## config.mk

```make
export PLATFORM = sky130hd
export DESIGN_NAME = cvInitCtrl
export DESIGN_NICKNAME = d
export VERILOG_FILES = /design/src/rtl/cvInitPkg.sv /design/src/rtl/cvCtrl.sv /design/src/rtl/cvDatapath.sv /design/src/rtl/cvInitCtrl.sv
export SDC_FILE = /design/constraint.sdc
export NUM_CORES = 1
export LEC_CHECK = 0
export ABC_AREA = 1
export BUFFER_PORTS_ARGS = -buffer_cell sky130_fd_sc_hd__buf_4
export CELL_PAD_IN_SITES_DETAIL_PLACEMENT = 1
export CELL_PAD_IN_SITES_GLOBAL_PLACEMENT = 1
export CORE_MARGIN = 10
export CORE_UTILIZATION = 30
export CTS_CLUSTER_SIZE = 40
export DETAILED_ROUTE_END_ITERATION = 8
export HOLD_SLACK_MARGIN = 0.06
export PLACE_DENSITY = 0.77
export SLEW_MARGIN = 20
export SYNTH_ARGS = -nofsm -noshare
export SYNTH_HDL_FRONTEND = slang
export SYNTH_SLANG_ARGS = --single-unit
```

## constraint.sdc

```tcl
create_clock -name clk -period 1.6 [get_ports clk]
set_clock_uncertainty 0.15 [all_clocks]
set_input_delay 0.16 -clock clk [delete_from_list [all_inputs] [get_ports clk]]
set_output_delay 0.16 -clock clk [all_outputs]
set_load 0.01 [all_outputs]
```

## src/rtl/cvInitPkg.sv

```systemverilog
package cvInitPkg;

  // Strobes from the admission control to the state datapath.
  typedef struct packed {
    logic issue;    // a job enters the pipeline this cycle
    logic loadIcv;  // replace the held forbidden-latency vector
  } cvStrobes_t;

endpackage

```

## src/rtl/cvCtrl.sv

```systemverilog
module cvCtrl
  import cvInitPkg::*;
(
  input  logic       run,
  input  logic       req,
  input  logic       greedyMode,
  input  logic       icvLoad,
  input  logic       slotBusy,
  input  logic       stateEmpty,
  output cvStrobes_t strobe
);

  logic wantIssue;

  // Greedy mode takes every free slot; otherwise admission follows req.
  assign wantIssue = greedyMode | req;

  always_comb begin
    strobe         = '0;
    strobe.issue   = run & wantIssue & ~slotBusy;
    // A new vector is only taken while nothing is in flight.
    strobe.loadIcv = run & icvLoad & stateEmpty;
  end

endmodule

```

## src/rtl/cvDatapath.sv

```systemverilog
module cvDatapath
  import cvInitPkg::*;
#(
  parameter int W = 6
) (
  input  logic         clk,
  input  logic         rstN,
  input  logic [W-1:0] icvIn,
  input  cvStrobes_t   strobe,
  output logic [W-1:0] cvState,
  output logic         slotBusy,
  output logic         stateEmpty
);

  localparam logic [W-1:0] ZERO_VEC = '0;

  logic [W-1:0] icvReg;
  logic [W-1:0] mergedVec;
  logic [W-1:0] nextState;

  // Slots claimed by a job admitted now join the ones already blocked.
  assign mergedVec = strobe.issue ? (cvState | icvReg) : cvState;
  // Advance one slot: position 0 (the present cycle) drops off.
  assign nextState = mergedVec >> 1;

  always_ff @(posedge clk) begin
    if (!rstN) begin
      cvState <= ZERO_VEC;
      icvReg  <= icvIn;
    end else begin
      cvState <= nextState;
      if (strobe.loadIcv) icvReg <= icvIn;
    end
  end

  assign slotBusy   = cvState[0];
  assign stateEmpty = (cvState == ZERO_VEC);

endmodule

```

## src/rtl/cvInitCtrl.sv

```systemverilog
module cvInitCtrl
  import cvInitPkg::*;
#(
  parameter int W = 6
) (
  input  logic         clk,
  input  logic         rstN,
  input  logic         req,
  input  logic         greedyMode,
  input  logic         icvLoad,
  input  logic [W-1:0] icvIn,
  output logic         grant,
  output logic [W-1:0] cvState,
  output logic         empty
);

  cvStrobes_t strobe;
  logic       slotBusy;
  logic       stateEmpty;

  cvCtrl u_ctrl (
    .run        (rstN),
    .req        (req),
    .greedyMode (greedyMode),
    .icvLoad    (icvLoad),
    .slotBusy   (slotBusy),
    .stateEmpty (stateEmpty),
    .strobe     (strobe)
  );

  cvDatapath #(.W(W)) u_dp (
    .clk        (clk),
    .rstN       (rstN),
    .icvIn      (icvIn),
    .strobe     (strobe),
    .cvState    (cvState),
    .slotBusy   (slotBusy),
    .stateEmpty (stateEmpty)
  );

  assign grant = strobe.issue;
  assign empty = stateEmpty;

endmodule

```

Word-level counts from Yosys, hierarchy flattened
Index checks and enable logic that the tools add are counted.
{ "word_totals": {"romBits": 0, "out_inout_bits": 8, "input_bits": 11, "ff_bits": 12, "ramBits": 0, "memories": 0, "latch_bits": 0} }
{ "classes": {"eq_ne": 1, "reduce_logical": 1, "mux": 3, "div_mod_pow": 0, "bitwise_logic": 7, "n_mul": 0, "order_cmp": 0, "shift": 0, "addsub": 0} }
{ "op_table": {"columns": ["operator", "count"], "rows": [
  ["$mux 6", 3],
  ["$logic_not 6->1", 1],
  ["$or 6x6->6", 1],
  ["$and 1x1->1", 4],
  ["$ne 2x1->1 const B", 1],
  ["$not 1->1", 1],
  ["$or 1x1->1", 1]
]} }

Depth between registers and ports, before layout
Gate-level depths: netlist of run 1.
{ "logic_depth": {"ltp_word": 4, "ltp_mapped": 4, "ltp_nobuf": 4} }

Hierarchy
Synthesis of run 1 repeated with hierarchy kept, for this count alone.
{ "unflattened": {"hier_cells": 43, "area_unflattened_um2": 396.6} }
{ "modules_own_cells": {"columns": ["mod", "cells_per_inst", "seq_area_each_um2", "area_each_um2", "instances"], "rows": [
  ["cvDatapath", 36, 250.2, 370.4, 1],
  ["cvCtrl", 7, 0.0, 26.3, 1]
]} }

Worst setup path before layout of run 1
OpenSTA, ideal clock, no wires.
{ "synth_timing": {"kind": "register to register", "start": "reg u_dp.cvState[2]", "end": "reg u_dp.icvReg[1] (enable)", "synth_period_minus_slack_ps": 1144, "required_ps": 1137, "setup_time_ps": 313, "path_slack_ps": 456, "arrival_ps": 681, "n_path_buf": 0, "path_stages_with_launch": 4, "path_cell_list": "dfxtp_1 -> nor2_1 -> nand4_1 -> nand2_1"} }
{ "synth_via": {"elab_chain_len": 3} }
{ "synth_lines": {"columns": ["element", "line_no", "source"], "rows": [
  ["from (decl)", "cvDatapath.sv:10", "output logic [W-1:0] cvState,"],
  ["from (signal assigned)", "cvDatapath.sv:31", "cvState <= nextState;"],
  ["$logic_not 6->1", "cvDatapath.sv:37", "assign stateEmpty = (cvState == ZERO_VEC);"],
  ["$and 1x1->1", "cvCtrl.sv:22", "strobe.loadIcv = run & icvLoad & stateEmpty;"],
  ["$ne 2x1->1 (no line)", null, null],
  ["to (signal assigned)", "cvDatapath.sv:29", "icvReg <= icvIn;"],
  ["to (signal assigned)", "cvDatapath.sv:32", "if (strobe.loadIcv) icvReg <= icvIn;"],
  ["to (decl)", "cvDatapath.sv:17", "logic [W-1:0] icvReg;"]
]} }
No other way between the ends.
A chain may end at the register's enable or synchronous reset.

Worst setup path in the final report of run 1
{ "layout_timing": {"start": "in rstN", "end": "out grant"} }
{ "layout_via": {"elab_chain_len": 2} }
{ "layout_lines": {"columns": ["element", "line_no", "source"], "rows": [
  ["from (decl)", "cvInitCtrl.sv:7", "input logic rstN,"],
  ["$and 1x1->1 (2 in a row)", "cvCtrl.sv:20", "strobe.issue = run & wantIssue & ~slotBusy;"],
  ["to (decl)", "cvInitCtrl.sv:12", "output logic grant,"]
]} }
No other way between the ends.

==> results of run 1 <==
## layer usage
layer  vias up  global-route usage (%)  part of all wire [%]
li1        173                       -                     -
met1       155                   5.598                    34
met3         3                   4.719                    14
met4         0                   6.186                   3.1
met2        16                   10.78                    49
met5         -                       0                     0
## timing repair
item | 4_1_cts | 5_1_grt
buffers inserted | 0 | 1
resized for setup | 0 | 1
endpoints found under the setup margin | 0 | 1
hold endpoints to repair | 9 | 0
hold buffers | 6 | 0
## stage by stage
step | worst slack [ns] | instances | power (mW) | utilization, % | area, sq um
2_1_floorplan | 0.4559 | 40 | 0.3530 | - | 395.4
3_3_place_gp | 0.3922 | 69 | 0.3971 | 40.93 | 519.2
3_5_place_dp | 0.3656 | 69 | 0.4007 | 40.93 | 519.2
4_1_cts | 0.04250 | 79 | 0.6439 | 48.52 | 615.6
5_1_grt | 0.007498 | 80 | 0.6749 | 49.31 | 625.6
6_report | 0.08530 | 80 | 0.6331 | 49.31 | 625.6
## worst max-delay path: stages
cell	delay [ns]
dlygate4sd3_1	0.53
buf_4	0.14
inv_4	0.07
nor2_4	0.04
nand2_1	0.07
inv_1	0.05
buf_4	0.14
## registers in the layout, indices dropped and copies added, names as in the netlist
signal,flops
u_dp.icvReg,5
u_dp.cvState,5
## synthesized netlist by cell type, drive strengths merged
master	instances
nand3	4
nand4	1
nand2	3
edfxtp	5
and3	1
a21oi	4
conb	1
dfxtp	5
nor2	4
buf	2
inv	10
## power by group
group | switching [mW] | internal, mW
combinational | 0.0462 | 0.0591
clock | 0.0872 | 0.138
sequential | 0.0110 | 0.291
total | 0.144 | 0.489
## cells in the final DEF (no fill, tap or decap)
cell type / n
a21oi_1: 4
and3_1: 1
buf_4: 17
clkbuf_4: 3
clkbuf_8: 1
conb_1: 1
dfxtp_1: 5
dlygate4sd3_1: 6
edfxtp_1: 5
inv_1: 9
inv_4: 1
nand2_1: 2
nand2_2: 1
nand3_1: 4
nand4_1: 1
nor2_1: 3
nor2_4: 1
## final timing paths
kind	endpoint	slack, ns	depth (start not counted)
worst max-delay path	grant	0.09	7
worst max register to register	u_dp.icvReg[1]	0.37	3
worst min register to register	u_dp.cvState[2]	0.32	2
worst min-delay path	u_dp.cvState[4]	0.14	5
## cell families after synthesis
kind of cell | after synthesis | synth area share [%]
compound gates | 4 | 5.063
buf+inv | 12 | 13.29
flops | 10 | 63.29
other cells | 1 | 0.9485
simple gates | 13 | 17.41
## final cells by class
| cell class | instances | area share (%) |
|---|---|---|
| multi-input combinational | 18 | 14.80 |
| tap | 15 | 3.000 |
| inverter | 10 | 6.400 |
| clock buffer | 4 | 5.800 |
| sequential | 10 | 40.00 |
| timing repair buffer | 23 | 30.00 |
==> flow_summary.yaml, run 1 <==
clock_tree:
  cts_made_buffers: 3
  worstSkewPairLatency_ns: 0.26
  root_buffer: "clkbuf_4"
  path_clk_slew_ns: 0.06
  clock_path_buffers: 2
  htree_levels: 1
  cts_tree: "built"
  clock-sinks: 10
synth:
  synth_top_area_share_pct: 37.97
  synthDistinctLibCells: 14
  yosysSeqAreaShare_pct: 63.29
  ys.warnings.count: 0
  synth.area.top_cells: "edfxtp_1 38%, dfxtp_1 25%, inv_1 8.5%"
  syn_area_sq_um: 395.4
  syn_inst: 40
  synthesis.nets: 51
  ys_ff_latch: 10
  synth.avg_cell_area_sq_um: 9.884
  yosys.area.top_type: "edfxtp_1"
worst_setup_path:
  cp_max_fo: 5
  cp-startpoint: "rstN"
  worstSetupPathType: "in -> out"
  crit_path_start_kind: "input pin"
  rr_startpoint: "u_dp.cvState[2]"
  critPathCaptureType: "output port"
  crit_arrival_ns: 1.20
  critical_path_required_ns: 1.29
floorplan:
  die-area_sq_um: 3170
  die_y_um: 56.31
  rows: 13
  core-area_sq_um: 1269
  start_util_pct: 31.16
  ios: 19
  die_x_um: 56.31
finish:
  multi_input_area_sq_um: 92.59
  n_antenna_cell: 0
  regArea_sq_um: 250.2
  layout-drive-gt1-share_pct: 36.92
  nFillCells: 153
  areaGrowthSynthToFinish_pct: 58.23
  nets: 77
detailed_routing:
  wire_per_inst_um: 11.21
  first_pass_iters: 2
  wirelength_um: 897
  via_per_inst: 4.338
  num_vias: 347
  ant_nets: 0
  drt_iter0_markers: 1
  drc: 0
global_route:
  antenna_found_initial: 0
  grt_pass1_vias: 404
  grt_max_degree: 7
  grt_usage_pct: 6.836
  grt-ovfl-total: 0
  grt_pass1_wl_mm: 1.697
timing:
  finalHoldViolCount: 0
  fmax_mhz: 660.2
  setup_viol: 0
  period_minus_slack_ns: 1.515
  drv_slew: 0
  min_period_over_period_pct: 94.67
  holdWs_ns: 0.1397
  grt_setup_unrepaired: "no"
  setup_tns_ns: 0
pwr:
  p_per_area_nw_per_um2: 1012
  cellLeakagePower_nw: 0.2943
  ir_worst_vdd_uv: 526.4
min_path:
  hold_class: "in -> reg"
  hp-start: "req"
placed_design:
  post-dp-hpwl_um: 736.2
  io_buffers: 16
  gp_congestion: 0.6513
job:
  cap_violations: 0
outcome:
  outcome: "complete, no violations"
Power figures use the tool's default switching activity.
==> run 2, diff against run 1 <==
--- a/config.mk
+++ b/config.mk
@@ -7,14 +7,12 @@
 export LEC_CHECK = 0
 export ABC_AREA = 1
 export BUFFER_PORTS_ARGS = -buffer_cell sky130_fd_sc_hd__buf_4
-export CELL_PAD_IN_SITES_DETAIL_PLACEMENT = 1
-export CELL_PAD_IN_SITES_GLOBAL_PLACEMENT = 1
-export CORE_MARGIN = 10
-export CORE_UTILIZATION = 30
+export CORE_AREA = 10 10 47 49
 export CTS_CLUSTER_SIZE = 40
 export DETAILED_ROUTE_END_ITERATION = 8
+export DIE_AREA = 0 0 57 59
 export HOLD_SLACK_MARGIN = 0.06
-export PLACE_DENSITY = 0.77
+export PLACE_DENSITY = 0.59
 export SLEW_MARGIN = 20
 export SYNTH_ARGS = -nofsm -noshare
 export SYNTH_HDL_FRONTEND = slang
==> flow_summary.yaml, run 2 (synthesis gave the netlist of run 1 again) <==
outcome:
  outcome: "complete, no violations"
clock_tree:
  cts_tree: "built"
  htree_levels: 1
  cts_made_buffers: 3
  worstSkewPairLatency_ns: 0.26
  clock-sinks: 10
  root_buffer: "clkbuf_4"
  path_clk_slew_ns: 0.06
  clock_path_buffers: 2
worst_setup_path:
  path_cells: "dlygate4sd3_1 > buf_4 > inv_4 > nor2_4 > nand2_2 > inv_1 > buf_4"
  cpMostUsedCell: "buf_4"
  cp-startpoint: "rstN"
  rr_startpoint: "u_dp.cvState[2]"
  cp_top_family: "buffers and inverters"
  crit_buf_inv: 5
  worstSetupPathType: "in -> out"
  cp.depth: 7
  slowest_delay_ns: 0.52
  critPathCaptureType: "output port"
  reg2reg_depth: 3
  crit_path_end: "grant"
  critical_path_required_ns: 1.29
  crit_path_start_kind: "input pin"
  worstReg2RegEnd: "u_dp.icvReg[1]"
  crit_arrival_ns: 1.22
  reg2reg_setup_slack_ns: 0.40
  cp_max_fo: 5
  slowest_stage: "dlygate4sd3_1"
finish:
  post-route-util_pct: 44.73
  areaGrowthSynthToFinish_pct: 58.54
  nets: 78
  layout_commonest_cell: "buf_4"
  multi_input_area_sq_um: 95.09
  n_antenna_cell: 0
  top_regs: "u_dp.cvState: 5 flops, u_dp.icvReg: 5 flops"
  fin_cells: 82
  regArea_sq_um: 250.2
  final_design_area_no_fill_sq_um: 626.9
  final_cell_mix: "18 x buf_4, 9 x inv_1, 6 x dlygate4sd3_1, 5 x dfxtp_1, 5 x edfxtp_1"
  nFillCells: 141
  layout-drive-gt1-share_pct: 37.88
placed_design:
  dp_slack_ns: 0.3981
  placed_area_sq_um: 520.5
  io_buffers: 16
  dp_cells: 70
  gp_congestion: 0.7073
job:
  cap_violations: 0
global_route:
  grt_pass1_wl_mm: 1.428
  grt_max_degree: 7
  grt_pass1_vias: 334
  grt-ovfl-total: 0
  grt_usage_pct: 5.631
  antenna_found_initial: 0
floorplan:
  rows: 14
  die-area_sq_um: 3363
  core-area_sq_um: 1401
  start_util_pct: 28.21
  die_x_um: 57
  die_y_um: 59
  ios: 19
pwr:
  power.total_mw: 0.5833
  ir_worst_vdd_uv: 475.9
  p_per_area_nw_per_um2: 930.5
  cellLeakagePower_nw: 0.2938
detailed_routing:
  first_pass_iters: 2
  drc: 0
  wire_per_inst_um: 10.67
  ant_nets: 0
  drt_iter0_markers: 1
  via_per_inst: 4.146
  num_vias: 340
  wirelength_um: 875
min_path:
  hold_class: "in -> reg"
timing:
  setup_tns_ns: 0
  drv_slew: 0
  setup_viol: 0
  fmax_mhz: 653.2
  period_minus_slack_ns: 1.531
  min_period_over_period_pct: 95.68
  worst_slack_ns: 0.06918
  holdWs_ns: 0.1287
  finalHoldViolCount: 0
  grt_setup_unrepaired: "no"
run 2: changes by cell type in the layout (fill, tap and decap cells not counted):
cell | previous run | this run
buf_4 | 17 | 18
clkinv_1 | 0 | 1
clkbuf_8 | 1 | 0
nand2_1 | 2 | 1
nand2_2 | 1 | 2
run 2: area by class of cell:
cell class / count / share of cell area (%)
clock buffer: 3 / 3.593
clock inverter: 1 / 0.5988
inverter: 10 / 6.387
multi-input combinational: 18 / 15.17
sequential: 10 / 39.92
tap: 16 / 3.194
timing repair buffer: 24 / 31.14
run 2: timing repair:
| action | 4_1_cts | 5_1_grt |
|---|---|---|
| endpoints found under the setup margin | 0 | 1 |
| setup buffers | 0 | 2 |
| hold buffers | 6 | 0 |
| hold endpoints to repair | 8 | 0 |
| gates resized for setup | 0 | 2 |
run 2: per-layer routing:
metal / global-route usage, % / share of wire (%)
met3: 4.721 / 13
met1: 5.617 / 41
met2: 7.597 / 43
met4: 4.027 / 2.9
met5: 0 / 0
run 2: worst min-delay path by stage:
stage                          start              end  slack [ns]  cells past startpoint
after floorplan             icvIn[1]   u_dp.icvReg[1]        0.11                      0
after global placement      icvIn[5]   u_dp.icvReg[5]        0.19                      1
after detailed placement    icvIn[2]   u_dp.icvReg[2]        0.19                      1
after CTS                        req  u_dp.cvState[4]        0.15                      5
after global routing      greedyMode  u_dp.cvState[4]        0.18                      5
final                            req  u_dp.cvState[4]        0.13                      5
run 2: tightest hold or removal path: cells and delay by family:
family / cells / cell delay [ns]
AND/OR/NAND/NOR: 3 / 0.23
buffers and inverters: 2 / 0.10
run 2: where the power goes:
group / internal, mW / leakage [nW] / switching, mW
registers: 0.291 / 0.0910 / 0.0106
logic: 0.0616 / 0.187 / 0.0472
clock network: 0.0900 / 0.0154 / 0.0824
total: 0.443 / 0.294 / 0.140
==> run 3, diff against run 2 <==
--- a/config.mk
+++ b/config.mk
@@ -6,7 +6,7 @@
 export NUM_CORES = 1
 export LEC_CHECK = 0
 export ABC_AREA = 1
-export BUFFER_PORTS_ARGS = -buffer_cell sky130_fd_sc_hd__buf_4
+export BUFFER_PORTS_ARGS = -buffer_cell sky130_fd_sc_hd__buf_2
 export CORE_AREA = 10 10 47 49
 export CTS_CLUSTER_SIZE = 40
 export DETAILED_ROUTE_END_ITERATION = 8
==> flow_summary.yaml, run 3 (synthesis gave the netlist of run 1 again) <==
floorplan:
  die_x_um: 57
  rows: 14
  die-area_sq_um: 3363
  start_util_pct: 28.21
  core-area_sq_um: 1401
  ios: 19
  die_y_um: 59
clock_tree:
  root_buffer: "clkbuf_4"
  path_clk_slew_ns: 0.07
  clock_path_buffers: 2
  clock-sinks: 10
  worstSkewPairLatency_ns: 0.27
  htree_levels: 1
  cts_tree: "built"
  cts_made_buffers: 3
pwr:
  p_comb_share_pct: 15.7
  p_switching_mw: 0.1368
  p_per_area_nw_per_um2: 990.6
  pwr-share-seq_pct: 53.0
  ir_worst_vdd_uv: 343.0
  clkPwrFrac_pct: 31.4
  cellLeakagePower_nw: 0.2782
  p_int_mw: 0.4321
  switching_share_pct: 24.04
global_route:
  grt_max_degree: 7
  antenna_found_initial: 0
  grt.met1_usage_pct: 5.366
  grt_use_met3_pct: 5.150
  grt_pass1_vias: 323
  use_met2_pct: 6.357
  grt_pass1_wl_mm: 1.304
  grt_usage_pct: 5.279
  top_usage_layer: "met2"
  grt-ovfl-total: 0
worst_setup_path:
  cp_max_fo: 5
  critical_path_required_ns: 1.29
  crit_arrival_ns: 1.22
  rr_startpoint: "u_dp.cvState[2]"
  worstSetupPathType: "in -> out"
  reg2reg_depth: 3
  crit_path_start_kind: "input pin"
  critPathCaptureType: "output port"
  worstReg2RegEnd: "u_dp.icvReg[4]"
  reg2reg_setup_slack_ns: 0.40
finish:
  top_regs: "u_dp.cvState: 5 flops, u_dp.icvReg: 5 flops"
  final_cell_mix: "16 x buf_2, 9 x inv_1, 6 x dlygate4sd3_1, 5 x dfxtp_1, 5 x edfxtp_1"
  layout-drive-gt1-share_pct: 35.38
  areaGrowthSynthToFinish_pct: 45.25
  fin_cells: 81
  nets: 77
  layout_commonest_cell: "buf_2"
  n_antenna_cell: 0
min_path:
  hold_path_end: "u_dp.cvState[0]"
  worstHoldPathCells: 5
  hold_class: "in -> reg"
  hp-start: "req"
placed_design:
  gp_congestion: 0.7068
  dp_cells: 70
  io_buffers: 16
  post-dp-hpwl_um: 655.4
timing:
  period_minus_slack_ns: 1.532
  drv_slew: 0
  min_period_over_period_pct: 95.73
  finalHoldViolCount: 0
  fmax_mhz: 652.9
  setup_viol: 0
  holdWs_ns: 0.1599
detailed_routing:
  drc: 0
  wire_per_inst_um: 10.56
  ant_nets: 0
  drt_iter0_markers: 1
  via_per_inst: 4.000
  first_pass_iters: 3
  wirelength_um: 855
  num_vias: 324
outcome:
  outcome: "complete, no violations"
job:
  cap_violations: 0
## run 3: changes by cell type in the layout (fill, tap and decap cells not counted), sizes merged
| cell | before | now |
|---|---|---|
| clkinv | 1 | 0 |
| clkbuf | 3 | 4 |
| buf | 18 | 17 |
## run 3: stage by stage
| step | util [%] | area, sq um | setup TNS, ns | total power, mW | setup WS [ns] |
|---|---|---|---|---|---|
| floorplan | - | 395.4 | 0 | 0.3530 | 0.4559 |
| global placement | 34.29 | 480.5 | 0 | 0.3814 | 0.4094 |
| detailed placement | 34.29 | 480.5 | 0 | 0.3835 | 0.3913 |
| CTS | 40.45 | 566.8 | 0 | 0.5766 | 0.05822 |
| global route | 40.98 | 574.3 | -0.001878 | 0.6117 | -0.001878 |
| finish | 40.98 | 574.3 | 0 | 0.5689 | 0.06834 |
## run 3: power by group through the flow
stage | combinational (mW) | clock, mW | sequential (mW)
floorplan | 0.0437 | 0 | 0.309
finish | 0.0891 | 0.178 | 0.301
global placement | 0.0745 | 0 | 0.307
CTS | 0.0876 | 0.188 | 0.301
global route | 0.101 | 0.208 | 0.303
detailed placement | 0.0764 | 0 | 0.307
## run 3: metal layers
metal	routed length, um	share of wire [%]
met5	0	0
met4	12	1.4
met3	127	15
met2	339	40
met1	375	44
## run 3: area by class of cell
type / instances / area, sq um
multi-input cells: 18 / 92.59
clock buffers: 4 / 26.28
well taps: 16 / 20.02
flip-flops and latches: 10 / 250.2
inverters: 10 / 37.54
repair buffers: 23 / 147.6
fillers: 148 / 827.0
## run 3: worst max path at each step
| stage | from | endpoint | slack, ns | depth (start not counted) |
|---|---|---|---|---|
| floorplan | u_dp.cvState[2] | u_dp.icvReg[1] | 0.46 | 3 |
| global placement | u_dp.cvState[2] | u_dp.icvReg[3] | 0.41 | 3 |
| detailed placement | u_dp.cvState[2] | u_dp.icvReg[4] | 0.39 | 3 |
| CTS | rstN | grant | 0.06 | 7 |
| global route | rstN | grant | -0.002 | 7 |
| finish | rstN | grant | 0.07 | 7 |
## run 3: worst max-delay path: stages
cell and delay (ns):
dlygate4sd3_1 0.53, buf_2 0.13, inv_2 0.10, nor2_4 0.05
nand2_1 0.07, inv_1 0.04, buf_2 0.13
## run 3: timing repair
item | CTS | global route
endpoints found under the setup margin | 0 | 1
resized for setup | 0 | 0
hold endpoints to repair | 9 | 0
buffers inserted | 0 | 1
hold buffers | 6 | 0
